<file path="src/rtl/word_hs_pkg.sv">
package word_hs_pkg;
  typedef enum logic [1:0] {
    MODE_PORT = 2'b00,
    MODE_RSV1 = 2'b01,
    MODE_BUS  = 2'b10,
    MODE_RSV3 = 2'b11
  } hs_mode_t;

  localparam int CTL_W       = 3;
  localparam int CTL_SET_BIT = 2;
endpackage

</file>
<file path="src/rtl/whs_mode_reg.sv">
module whs_mode_reg
  import word_hs_pkg::*;
(
  input  logic       clk,
  input  logic       rst_n,
  input  logic       ctl_wr,
  input  logic       bus_busy,
  input  logic [1:0] wr_mode,
  output logic [1:0] mode_q,
  output logic       bus_on
);
  hs_mode_t mode_r;

  // A mode change is taken only while the bus is idle
  always_ff @(posedge clk or negedge rst_n) begin
    if (!rst_n)                 mode_r <= MODE_PORT;
    else if (ctl_wr && !bus_busy) mode_r <= hs_mode_t'(wr_mode);
  end

  assign mode_q = mode_r;
  assign bus_on = (mode_r == MODE_BUS);
endmodule

</file>
<file path="src/rtl/whs_pend_ctrl.sv">
module whs_pend_ctrl (
  input  logic clk,
  input  logic rst_n,
  input  logic clear_evt,
  input  logic set_evt,
  output logic pend_q,
  output logic irq_q,
  output logic rise_evt
);
  // Clear has priority over set; irq marks the 1->0 edge only
  function automatic logic next_pend(input logic cur, input logic clr, input logic set);
    if (clr)      return 1'b0;
    else if (set) return 1'b1;
    else          return cur;
  endfunction

  assign rise_evt = set_evt && !clear_evt && !pend_q;

  always_ff @(posedge clk or negedge rst_n) begin
    if (!rst_n) begin
      pend_q <= 1'b1;
      irq_q  <= 1'b0;
    end else begin
      pend_q <= next_pend(pend_q, clear_evt, set_evt);
      irq_q  <= clear_evt && pend_q;
    end
  end
endmodule

</file>
<file path="src/rtl/whs_release_timer.sv">
module whs_release_timer #(
  parameter int CNT_W = 8
) (
  input  logic             clk,
  input  logic             rst_n,
  input  logic             clear_evt,
  input  logic             rise_evt,
  input  logic [CNT_W-1:0] low_time,
  output logic             running
);
  logic [CNT_W-1:0] cnt_q;

  function automatic logic [CNT_W-1:0] next_cnt(
    input logic [CNT_W-1:0] cur, input logic clr, input logic load,
    input logic [CNT_W-1:0] ld_val);
    if (clr)            return '0;
    else if (load)      return ld_val;
    else if (cur != '0) return cur - 1'b1;
    else                return cur;
  endfunction

  always_ff @(posedge clk or negedge rst_n) begin
    if (!rst_n) cnt_q <= '0;
    else        cnt_q <= next_cnt(cnt_q, clear_evt, rise_evt, low_time);
  end

  assign running = (cnt_q != '0);
endmodule

</file>
<file path="src/rtl/word_handshake_ctrl.sv">
module word_handshake_ctrl
  import word_hs_pkg::*;
#(
  parameter int ADDR_W = 7,
  parameter int CNT_W  = 8
) (
  input  logic              clk,
  input  logic              rst_n,
  input  logic              word_done,
  input  logic              xmit,
  input  logic              addr_recog,
  input  logic              addr_stb,
  input  logic [ADDR_W-1:0] rx_addr,
  input  logic [ADDR_W-1:0] own_addr,
  input  logic              buf_wr,
  input  logic              buf_rd,
  input  logic              ctl_wr,
  input  logic [CTL_W-1:0]  ctl_wdata,
  input  logic              bus_busy,
  input  logic [CNT_W-1:0]  low_time,
  output logic              ready_n_flag,
  output logic              irq,
  output logic              scl_hold,
  output logic [1:0]        mode
);
  function automatic logic addr_hit(input logic [ADDR_W-1:0] a, input logic [ADDR_W-1:0] own);
    return (a == own) || (a == '0);
  endfunction

  logic bus_on, addr_evt, clear_evt, set_evt, rise_evt, timer_run;

  assign addr_evt  = addr_stb && addr_recog && addr_hit(rx_addr, own_addr);
  assign clear_evt = bus_on && (word_done || addr_evt);
  assign set_evt   = (buf_wr && xmit) || (buf_rd && !xmit) ||
                     (ctl_wr && ctl_wdata[CTL_SET_BIT]);

  whs_mode_reg u_mode (
    .clk(clk), .rst_n(rst_n), .ctl_wr(ctl_wr), .bus_busy(bus_busy),
    .wr_mode(ctl_wdata[1:0]), .mode_q(mode), .bus_on(bus_on)
  );

  whs_pend_ctrl u_pend (
    .clk(clk), .rst_n(rst_n), .clear_evt(clear_evt), .set_evt(set_evt),
    .pend_q(ready_n_flag), .irq_q(irq), .rise_evt(rise_evt)
  );

  whs_release_timer #(.CNT_W(CNT_W)) u_tmr (
    .clk(clk), .rst_n(rst_n), .clear_evt(clear_evt), .rise_evt(rise_evt),
    .low_time(low_time), .running(timer_run)
  );

  assign scl_hold = !ready_n_flag || timer_run;
endmodule

</file>
<file path="config.mk">
export PLATFORM = sky130hd
export DESIGN_NAME = word_handshake_ctrl
export DESIGN_NICKNAME = d
export VERILOG_FILES = /design/src/rtl/word_hs_pkg.sv /design/src/rtl/whs_mode_reg.sv /design/src/rtl/whs_pend_ctrl.sv /design/src/rtl/whs_release_timer.sv /design/src/rtl/word_handshake_ctrl.sv
export SDC_FILE = /design/constraint.sdc
export NUM_CORES = 1
export LEC_CHECK = 0
export ABC_CLOCK_PERIOD_IN_PS = 2200
export BUFFER_PORTS_ARGS = -buffer_cell sky130_fd_sc_hd__buf_4
export CAP_MARGIN = 20
export CORE_ASPECT_RATIO = 1.5
export CORE_UTILIZATION = 42
export CTS_BUF_LIST = sky130_fd_sc_hd__clkbuf_8
export DETAILED_ROUTE_END_ITERATION = 10
export PLACE_DENSITY = 0.74
export SLEW_MARGIN = 40
export SYNTH_ARGS = -nofsm -noshare
export SYNTH_HDL_FRONTEND = slang
export SYNTH_HIERARCHICAL = 1
export SYNTH_SLANG_ARGS = --single-unit
</file>
<file path="constraint.sdc">
create_clock -name clk -period 2.2 [get_ports clk]
set_clock_uncertainty 0.05 [all_clocks]
set_input_delay 0.44 -clock clk [delete_from_list [all_inputs] [get_ports clk]]
set_output_delay 0.44 -clock clk [all_outputs]
set_load 0.05 [all_outputs]
</file>
## After elaboration in Yosys (flattened, before gate mapping)

Index checks and enable logic that the tools add are counted.

- Memories: 0
- Bits in latches: 0
- Input bits: 35
- Flip-flop bits (word level): 12
- Output and inout bits: 5
- Bits in read-only memories: 0
- Memory bits (writable): 0
- Logic and storage cells: 35

- Divide/modulo/power cells: 0
- $lt $le $gt $ge: 0
- Equality and inequality tests: 2
- Add/sub/neg operators: 1
- Multipliers: 0
- Reduce and logical (&&, ||, !) cells: 23
- Bitwise logic cells: 0
- Shifts and indexed selects: 0
- Muxes and demuxes: 5

Operators by type and width:

| operator | count |
|---|---|
| 8-bit 2-to-1 mux | 3 |
| 1-bit logical AND | 10 |
| 8-bit nonzero test | 1 |
| 8-bit by 1-bit subtractor with 8-bit output (second input constant) | 1 |
| 7-bit equality test | 1 |
| 7-bit zero test | 1 |
| 1-bit logical OR | 5 |
| 1-bit zero test | 4 |
| 3-bit nonzero test | 1 |
| 2-bit equality test (second input constant) | 1 |
| 1-bit 2-to-1 mux | 2 |
| 2-bit nonzero test | 1 |

## Logic depth before layout (Yosys ltp)

Gate-level depths: netlist of the first run.

- Depth after elaboration: 10
- Mapped depth: 9
- Mapped depth without buffers: 8

## By module

The synthesis of the first run kept the hierarchy.

Modules (own cells, without submodules):

| module | times used | sequential area each (um^2) | area an instance (um^2) | cells each |
|---|---|---|---|---|
| whs_release_timer | 1 | 200.2 | 508.0 | 52 |
| word_handshake_ctrl | 1 | 0.0 | 137.6 | 16 |
| whs_mode_reg | 1 | 50.0 | 100.1 | 6 |
| whs_pend_ctrl | 1 | 51.3 | 81.3 | 5 |

## Least setup slack after synthesis of the first run

OpenSTA, ideal clock, no wires.

- Path kind: input -> register
- Start: input rx_addr[3]
- End: register u_tmr.cnt_q[4]
- Buffers on the path: 1
- Slack: -0.111 ns
- Arrival time: 2.138 ns
- Setup time: 0.123 ns
- Required time: 2.027 ns
- Cell stages on the path: 8
- Cell sequence: or4_4 nor4_2 o311a_1 nor3b_2 inv_1 clkbuf_1 mux2i_1 nor2_1

- Word-level cells in the longest chain between the ends: 10
- Elaborated cells on any way between the ends: 12
- Classes of those cells: eq/ne: 1; mux: 2; reduce/logical: 9

RTL lines:

| element | RTL line | text |
|---|---|---|
| start: declaration | word_handshake_ctrl.sv:13 | `input logic [ADDR_W-1:0] rx_addr,` |
| 7-bit equality test or 7-bit zero test (tied branches) | word_handshake_ctrl.sv:27 | `return (a == own) \|\| (a == '0);` |
| 1-bit logical OR * | word_handshake_ctrl.sv:27 |  |
| 1-bit logical AND * | word_handshake_ctrl.sv:32 | `assign addr_evt = addr_stb && addr_recog && addr_hit(rx_addr, own_addr);` |
| 1-bit logical OR * | word_handshake_ctrl.sv:33 | `assign clear_evt = bus_on && (word_done \|\| addr_evt);` |
| 1-bit logical AND * | word_handshake_ctrl.sv:33 |  |
| net clear_evt | word_handshake_ctrl.sv:30 | `logic bus_on, addr_evt, clear_evt, set_evt, rise_evt, timer_run;` |
| 1-bit zero test * | whs_pend_ctrl.sv:17 | `assign rise_evt = set_evt && !clear_evt && !pend_q;` |
| 1-bit logical AND * (2 in series) | whs_pend_ctrl.sv:17 |  |
| net rise_evt | word_handshake_ctrl.sv:30 |  |
| 8-bit 2-to-1 mux | whs_release_timer.sv:17 | `else if (load) return ld_val;` |
| 8-bit 2-to-1 mux | whs_release_timer.sv:16 | `if (clr) return '0;` |
| end signal: assignment | whs_release_timer.sv:24 | `else cnt_q <= next_cnt(cnt_q, clear_evt, rise_evt, low_time);` |
| end: declaration | whs_release_timer.sv:11 | `logic [CNT_W-1:0] cnt_q;` |

The timed path passes the listed nets; every way through them passes the cells marked *.
A chain may end at the register's enable or synchronous reset.

## Worst setup path after layout of the first run

- Start: register u_tmr.cnt_q[2]
- End: output scl_hold

- Word-level cells in the longest chain between the ends: 2

RTL lines:

| element | RTL line | text |
|---|---|---|
| 8-bit nonzero test | whs_release_timer.sv:27 | `assign running = (cnt_q != '0);` |
| net timer_run | word_handshake_ctrl.sv:30 |  |
| 1-bit logical OR | word_handshake_ctrl.sv:52 | `assign scl_hold = !ready_n_flag \|\| timer_run;` |
| end: declaration | word_handshake_ctrl.sv:23 | `output logic scl_hold,` |

The timed path passes the listed nets, and every way through them passes these cells.

==> results.cfg, run 1 <==
[detailed_routing]
post_drt_wl_per_cell_um = 14.0
route.met2.wl_um = 1240
vias = 816
met3_length_um = 76
via_per_inst = 5.26
wl_um = 2170
drt_iter0_drc = 13
first_pass_iters = 4
drt-met1-wl_um = 812
antenna_left = 0
drc_errors = 0
top_layer = met4

[die]
row_count = 19
ioPinCount = 40
die_w_um = 38.2
die_area_sq_um = 2150
coreArea_sq_um = 1830
die_h_um = 56.4
start_util_pct = 45.2

[sta]
max-slew-margin-rel_pct = 77.3
rsz0062_at_grt = true
finalSetupViolCount = 1
hold_viol = 0
drv_slew = 0
worstMarginPinSlew_ns = 0.338
finalCritPeriodShare_pct = 104
period_minus_slack_ns = 2.29
max_freq_mhz = 436
fin_ws_ns = -0.0941

[setup_path]
critPathKind = flop to primary output
rrSetupSlack_ns = 0.28
endpoint_kind = primary output
cp.arrival_ns = 1.80
startpoint = u_tmr/cnt_q[2]
worstPathMaxFanout = 2
worst_r2r_path_depth = 4
r2r-start = u_tmr/cnt_q[2]
rr_endpoint = u_tmr/cnt_q[0]
crit_end = scl_hold
startpoint_type = flop
critPathRequiredTime_ns = 1.71

[hold_path]
hold_path.class = input port to flop

[yosys]
synth_area_sq_um = 827
syn_inst = 79
synth_ff_type = dfrtp_1
ys_async_sr_fraction_pct = 100
synth_nets = 116
netlist.area_leader.share_pct = 33.3
netlist_top_cells_area = dfrtp_1 (33%), xnor2_1 (9.5%), xor2_1 (4.2%), nor2_1 (4.1%), a211oi_1 (3.6%)
netlist-cell-type-count = 34
syn_avg_cell_area_sq_um = 10.5
synth_top_cell_by_area = dfrtp_1
ys_seq_area_share_pct = 36.5
synth_warnings = 6
synth-edff-count = 0
ys_ff_latch = 12

[grt]
grt_pass1_wl_um = 3440
grt-ovfl-total = 0
grt_use_total_pct = 22.5
antenna_found_initial = 0
grt_max_degree = 13
first_global_vias = 882

[clock_network]
clockRootBuffer = clkbuf_8
h-tree-depth = 1
cts_sinks = 12
numCtsBuffers = 3
cts_buffer_depth = 2
cts.clk_slew.worst_paths_ns = 0.05
clock_latency_ns = 0.24
cts_tree = built

[power]
peakVddDrop_uv = 565
p_per_area_nw_per_um2 = 970
switchingPower_w = 0.000447
p_sw_share_pct = 34.8
p_leak_nw = 0.636
power_frac_comb_pct = 52.2
clkPwrFrac_pct = 18.8
internal_power_w = 0.000836
p_seq_share_pct = 29.0

[placement]
detailed_place_hpwl_um = 1650
port_buffers = 39
dp.cells = 145
place.gp.congestion = 0.713

[flow_run]
drv_cap = 0

[run_status]
outcome = complete, but fails checks
violations = setup timing

[finish]
fin_nets = 172
drive_gt1_share_pct = 51.5
instances_no_fill = 155
mostFrequentLayoutCells = buf_4 (50), dfrtp_1 (11), xnor2_1 (9), nor2_1 (9)
seqCellArea_sq_um = 302
diodes = 0
multi_input_area_sq_um = 508
syn_to_final_growth_pct = 59.9
utilization_pct = 72.2
final_common_cell = buf_4
fill_cells = 141
==> power by group through the flow <==
stage / Clock (W) / Combinational, W / Sequential, W
after floorplan: 0 / 0.000338 / 0.000409
after global placement: 0 / 0.000560 / 0.000379
after detailed placement: 0 / 0.000574 / 0.000381
after CTS: 0.000246 / 0.000637 / 0.000374
after global routing: 0.000262 / 0.000724 / 0.000382
final: 0.000241 / 0.000669 / 0.000372
==> kinds of logic (layout without fill, tap and decap cells) <==
family          after synthesis  after routing  share of synthesized area, %
simple gates                 29             29                          23.6
compound gates               14             14                          14.7
xor+xnor                     13             13                          13.8
flops                        12             12                          36.5
buf+inv                       6             61                          3.63
mux                           3              3                          4.84
fa+ha+maj                     2              2                          3.03
==> worst max-delay path, cell delays in order, from the launching register on <==
cell and delay [ns]:
dfrtp_1 0.39, or4_4 0.52, or3_4 0.35, nand2b_4 0.15
buf_6 0.15
==> registers in the layout, indices dropped and copies added (netlist names) <==
signal,flops
u_pend/irq_q,1
u_pend/pend_q,1
u_mode/mode_q,2
u_tmr/cnt_q,8
==> what timing repair did <==
item | 4_1_cts | 5_1_grt
gates resized for setup | 2 | 0
buffers inserted | 3 | 2
setup endpoints to repair | 1 | 1
pin swaps | 2 | 0
endpoints found under the hold margin | 11 | 0
hold buffers | 1 | 0
gates cloned | 0 | 0
==> synthesized netlist by cell type, types with 2 or more instances <==
master	instances
or4_4	2
mux2_4	2
a221o_1	2
nor2_1	9
dfrtp_1	11
nor3_1	2
xor2_1	4
inv_1	4
nor2b_1	2
nor3b_1	2
nor4_1	2
a21oi_1	2
xnor2_1	9
a211oi_1	4
ha_1	2
nor4_2	2
==> metal layers <==
layer | vias up | global-route usage (%)
met4 | 0 | 12.2
met5 | - | 0
met1 | 389 | 21.5
li1 | 394 | -
met2 | 29 | 42.4
met3 | 4 | 2.37
==> layout make-up <==
type                       instances  area share, %
multi-input combinational         61           38.4
timing repair buffer              53           31.5
sequential                        12           22.8
clock buffer                       4           4.16
tap                               21           1.99
inverter                           4           1.14
==> worst min path at each step <==
stage / from / end / slack, ns / cells after the start
after global routing: ctl_wdata[0] / u_mode/mode_q[0] / 0.37 / 2
after detailed placement: rst_n / u_pend/irq_q / 0.24 / 1
after global placement: rst_n / u_pend/irq_q / 0.24 / 1
final: ctl_wdata[0] / u_mode/mode_q[0] / 0.38 / 2
after floorplan: rst_n / u_mode/mode_q[0] / 0.09 / 0
after CTS: ctl_wdata[0] / u_mode/mode_q[0] / 0.38 / 2
==> per-stage QoR <==
step | hold WS, ns | area (sq um) | setup slack, ns | power [W] | TNS, ns
floorplan | 0.0944 | 836 | 0.00197 | 0.000747 | 0
global placement | 0.239 | 1210 | 0.0426 | 0.000939 | 0
detailed placement | 0.241 | 1210 | 0.00728 | 0.000955 | 0
CTS | 0.376 | 1310 | -0.105 | 0.00126 | -0.105
global route | 0.373 | 1320 | -0.129 | 0.00137 | -0.129
finish | 0.381 | 1320 | -0.0941 | 0.00128 | -0.0941
No activity file was read; power rests on OpenSTA's default activity.
==> run 2, diff against run 1 <==
ABC_AREA = 1   (was default)
PLACE_DENSITY = 0.71   (was 0.74)
==> results.cfg, run 2 <==
[die]
start_util_pct = 44.0
die_w_um = 41.5
ioPinCount = 40
die_h_um = 61.2
coreArea_sq_um = 2230
die_area_sq_um = 2540
row_count = 21

[clock_network]
h-tree-depth = 1
cts_sinks = 12
cts_buffer_depth = 2
numCtsBuffers = 3
cts.clk_slew.worst_paths_ns = 0.05
clock_latency_ns = 0.24
cts_tree = built
cts_resized = 0
clockRootBuffer = clkbuf_8

[detailed_routing]
via_per_inst = 4.74
wl_um = 2380
post_drt_wl_per_cell_um = 10.6
drt_iter0_drc = 12
antenna_left = 0
first_pass_iters = 4
vias = 1062
drc_errors = 0

[power]
p_per_area_nw_per_um2 = 875
peakVddDrop_uv = 303
p_leak_nw = 0.808
p_sw_share_pct = 42.0
power_frac_comb_pct = 49.0
internal_power_w = 0.000693
switchingPower_w = 0.000502
clkPwrFrac_pct = 19.7
p_seq_share_pct = 31.3

[setup_path]
cpMostUsedCell = nand2_1
cp.arrival_ns = 1.56
max_stage_delay_ns = 0.41
critPathKind = flop to primary output
startpoint_type = flop
cp.buffers_inverters = 3
crit_path_top_delay_cell = dfrtp_1
worstPathMaxFanout = 3
critical_path.cell_chain = inv_1, ha_1, nand2_1, nor2_1, nand2_1, inv_1, nand2_1, buf_4
cp_top_family = flip-flops
endpoint_kind = primary output
critPathRequiredTime_ns = 1.71

[sta]
max_freq_mhz = 487
finalCritPeriodShare_pct = 93.3
rsz0062_at_grt = false
fin_ws_ns = 0.146
drv_slew = 0
max-slew-margin-rel_pct = 81.4
tns_ns = 0
worstMarginPinSlew_ns = 0.278
finalSetupViolCount = 0
hold-worst-slack_ns = 0.386
hold_viol = 0
period_minus_slack_ns = 2.05

[yosys]
synth_area_sq_um = 982
synth_top_cell_by_area = dfrtp_1
synth-edff-count = 0
synth_most_common_cell = nand2_1
netlist_top_cells_area = dfrtp_1 (28%), nand2_1 (19%), inv_1 (11%), nand3_1 (7.1%), nor2_1 (5.4%)
ys_seq_area_share_pct = 30.7
ys_ff_latch = 12
ys_async_sr_fraction_pct = 100
synth_nets = 194
synth_warnings = 6
netlist.area_leader.share_pct = 28.0
syn_avg_cell_area_sq_um = 6.26
synth_ff_type = dfrtp_1
syn_inst = 157
synthTopCellsByCount = nand2_1 (51), inv_1 (30), nand3_1 (14), nor2_1 (14), dfrtp_1 (11)
netlist-cell-type-count = 23

[finish]
mostFrequentLayoutCells = nand2_1 (51), buf_4 (40), inv_1 (30), nand3_1 (14), nor2_1 (14)
syn_to_final_growth_pct = 39.0
final_common_cell = nand2_1
largest_register_ff_count = 8
fill_cells = 207
diodes = 0
drive_gt1_share_pct = 29.4
fin_nets = 239
regMostFlops = u_tmr/cnt_q

[placement]
port_buffers = 39
place.gp.congestion = 0.825
detailed_place_hpwl_um = 2020
place_ws_ns = 0.0786

[grt]
grt_max_degree = 13
grt_pass1_wl_um = 4000
grt_use_total_pct = 20.3
antenna_found_initial = 0
first_global_vias = 1039
grt-ovfl-total = 0

[flow_run]
drv_cap = 0

[run_status]
outcome = finished, final reports clean

[hold_path]
hold_path.class = input port to flop
==> run 2: cell types whose count changed in the layout (fill, tap and decap cells not counted), sizes merged, moves of 4 or more <==
cell	previous run	this run
or2	0	5
o21ai	0	5
nor2	9	18
nor4	4	0
xnor2	9	0
nand3	0	15
a211oi	4	0
buf	52	40
nand2	1	53
a21oi	2	8
inv	4	33
==> run 2: path summary, 6_finish.rpt <==
kind,from,end,slack (ns),depth (start not counted)
max reg2reg,u_mode/mode_q[1],u_tmr/cnt_q[3],0.54,11
max in group asynchronous,rst_n,u_pend/pend_q,1.34,2
max,u_tmr/cnt_q[0],scl_hold,0.15,8
min,ctl_wdata[1],u_mode/mode_q[1],0.39,3
min reg2reg,u_pend/pend_q,u_pend/pend_q,0.45,2
min in group asynchronous,rst_n,u_tmr/cnt_q[3],0.53,2
==> run 2: cell families after synthesis <==
family	synth area share, %
adder cells (fa/ha/maj)	2.55
AND/OR/NAND/NOR	41.9
buffers and inverters	13.8
AO/OA/AOI/OAI	9.30
XOR/XNOR	1.78
flip-flops	30.7
==> run 2: timing repair <==
item                                    4_1_cts  5_1_grt
endpoints found under the setup margin        0        0
setup buffers                                 0        0
endpoints found under the hold margin        11        0
hold buffers                                  1        0
==> run 2: worst min-delay path: cells and delay by family <==
kind / cells / cell delay [ns]
AND/OR/NAND/NOR: 2 / 0.12
buffers and inverters: 1 / 0.08
==> run 2: metrics by stage <==
stage | area, sq um | utilization [%] | total power, W | instances
floorplan | 982 | - | 0.000794 | 157
global placement | 1300 | 58.2 | 0.000947 | 219
CTS | 1370 | 61.1 | 0.00120 | 224
detailed placement | 1300 | 58.2 | 0.000959 | 219
global route | 1370 | 61.1 | 0.00131 | 224
finish | 1370 | 61.1 | 0.00119 | 224
==> run 2: area by class of cell <==
| type | instances | area [sq um] | area share (%) |
|---|---|---|---|
| multi-input combinational | 111 | 546 | 40.0 |
| sequential | 12 | 302 | 22.1 |
| clock buffer | 4 | 55.1 | 4.03 |
| inverter | 33 | 124 | 9.07 |
| tap | 23 | 28.8 | 2.11 |
| timing repair buffer | 41 | 310 | 22.7 |
==> run 2: layer usage <==
layer | track usage [%] | share of wire (%)
met3 | 1.17 | 2.9
met1 | 19.4 | 36
met4 | 8.29 | 0.88
met5 | 0 | 0
met2 | 44.2 | 60
==> run 2: power by group through the flow <==
stage	registers (W)	logic, W	clock network (W)
2_1_floorplan	0.000386	0.000409	0
3_3_place_gp	0.000373	0.000574	0
3_5_place_dp	0.000376	0.000583	0
4_1_cts	0.000373	0.000589	0.000242
5_1_grt	0.000383	0.000672	0.000257
6_report	0.000373	0.000585	0.000236
==> run 3, diff against run 2 <==
CORE_ASPECT_RATIO = 0.7   (was 1.5)
==> results.cfg, run 3 (synthesized netlist as in run 2, its figures left out) <==
[die]
row_count = 14
ioPinCount = 40
die_h_um = 42.5
die_w_um = 59.8
coreArea_sq_um = 2170
die_area_sq_um = 2540
start_util_pct = 45.2

[setup_path]
cpMostUsedCell = nand2_1
cp.buffers_inverters = 3
worstPathMaxFanout = 3
startpoint_type = flop
critPathKind = flop to primary output
endpoint_kind = primary output
critical_path.cell_chain = inv_1, ha_1, nand2_1, nor2_2, nand2_1, inv_1, nand2_1, buf_4
cp.arrival_ns = 1.57
cp_top_family = flip-flops
critPathRequiredTime_ns = 1.71
max_stage_delay_ns = 0.40
rrSetupSlack_ns = 0.53
crit_path_top_delay_cell = dfrtp_1

[run_status]
outcome = finished, final reports clean

[clock_network]
cts.clk_slew.worst_paths_ns = 0.05
cts_buffer_depth = 2
clockRootBuffer = clkbuf_8
h-tree-depth = 1
cts_sinks = 12
numCtsBuffers = 3
postCtsSetupRepairBufs = 0
clock_latency_ns = 0.24
cts_tree = built

[detailed_routing]
drt_iter0_drc = 34
antenna_left = 0
vias = 1042
drc_errors = 0
via_per_inst = 4.47
wl_um = 2370
first_pass_iters = 5
post_drt_wl_per_cell_um = 10.2

[finish]
diodes = 0
final_common_cell = nand2_1
fin_nets = 239
multi_input_area_sq_um = 548
largest_register_ff_count = 8
seqCellArea_sq_um = 302
fill_cells = 215
mostFrequentLayoutCells = nand2_1 (51), buf_4 (40), inv_1 (31), nand3_1 (14), nor2_1 (13)
drive_gt1_share_pct = 29.4
instances_no_fill = 233
regMostFlops = u_tmr/cnt_q
utilization_pct = 63.0
syn_to_final_growth_pct = 39.4

[flow_run]
drv_cap = 0

[sta]
rsz0062_at_grt = false
drv_slew = 0
finalCritPeriodShare_pct = 93.5
max_freq_mhz = 486
hold_viol = 0
finalSetupViolCount = 0
tns_ns = 0
worstMarginPinSlew_ns = 0.265
max-slew-margin-rel_pct = 82.3
period_minus_slack_ns = 2.06

[grt]
grt_max_degree = 13
grt_pass1_wl_um = 4040
antenna_found_initial = 0
grt_use_total_pct = 21.4
grt-ovfl-total = 0
first_global_vias = 980

[power]
p_seq_share_pct = 31.7
peakVddDrop_uv = 450
internal_power_w = 0.000663
p_sw_share_pct = 44.1
p_leak_nw = 0.806
total_power_w = 0.00119
p_per_area_nw_per_um2 = 866
switchingPower_w = 0.000522
power_frac_comb_pct = 51.0
clkPwrFrac_pct = 17.3

[placement]
dp.cells = 228
place.gp.congestion = 0.822
detailed_place_hpwl_um = 1970
port_buffers = 39

[hold_path]
hold_path.class = input port to flop
-- run 3: layout make-up --
class	instances	share of cell area, %
Inverter	33	9.05
Multi-Input combinational cell	111	40.0
Clock buffer	3	3.02
Timing Repair Buffer	41	22.7
Tap cell	32	2.93
Clock inverter	1	0.274
Sequential cell	12	22.0
-- run 3: metrics by stage --
| step | hold slack [ns] | setup slack, ns | instance area [sq um] |
|---|---|---|---|
| 2_1_floorplan | 0.0944 | 0.326 | 982 |
| 3_3_place_gp | 0.239 | 0.131 | 1310 |
| 3_5_place_dp | 0.239 | 0.0738 | 1310 |
| 6_report | 0.387 | 0.143 | 1370 |
| 5_1_grt | 0.397 | 0.0654 | 1370 |
| 4_1_cts | 0.384 | 0.0851 | 1370 |
-- run 3: power by group through the flow --
stage                     clock network, W  logic, W  registers, W
after floorplan                          0  0.000409      0.000386
after detailed placement                 0  0.000593      0.000376
after global placement                   0  0.000584      0.000372
after CTS                         0.000212  0.000599      0.000372
after global routing              0.000222  0.000676      0.000381
final                             0.000205  0.000605      0.000375
-- run 3: per-layer routing --
layer	global-route usage, %	part of all wire (%)
met3	8.64	4.7
met5	0	0
met1	27.8	49
met2	34.7	46
met4	1.40	0
-- run 3: path summary, 6_finish.rpt --
check,startpoint,endpoint,cells after the start
setup / recovery,u_tmr/cnt_q[0],scl_hold,8
hold / removal,ctl_wdata[1],u_mode/mode_q[1],3
setup reg to reg,u_mode/mode_q[1],u_tmr/cnt_q[3],11
hold reg to reg,u_mode/mode_q[0],u_mode/mode_q[0],2
max in group asynchronous,rst_n,u_pend/pend_q,2
min in group asynchronous,rst_n,u_tmr/cnt_q[4],2
-- run 3: timing repair --
action	in CTS	in global routing
hold buffers	1	0
resized for setup	0	1
endpoints found under the setup margin	0	1
hold endpoints to repair	11	0
-- run 3: worst register-to-register path: stages (launching register included) --
cell and delay (ns):
dfrtp_1 0.39, inv_1 0.06, nor2_1 0.04, inv_1 0.07, a21oi_2 0.04, inv_2 0.06, nand2_2 0.05, nor2_2 0.23
inv_2 0.14, or2_2 0.29, nand3_1 0.09, a21oi_1 0.05
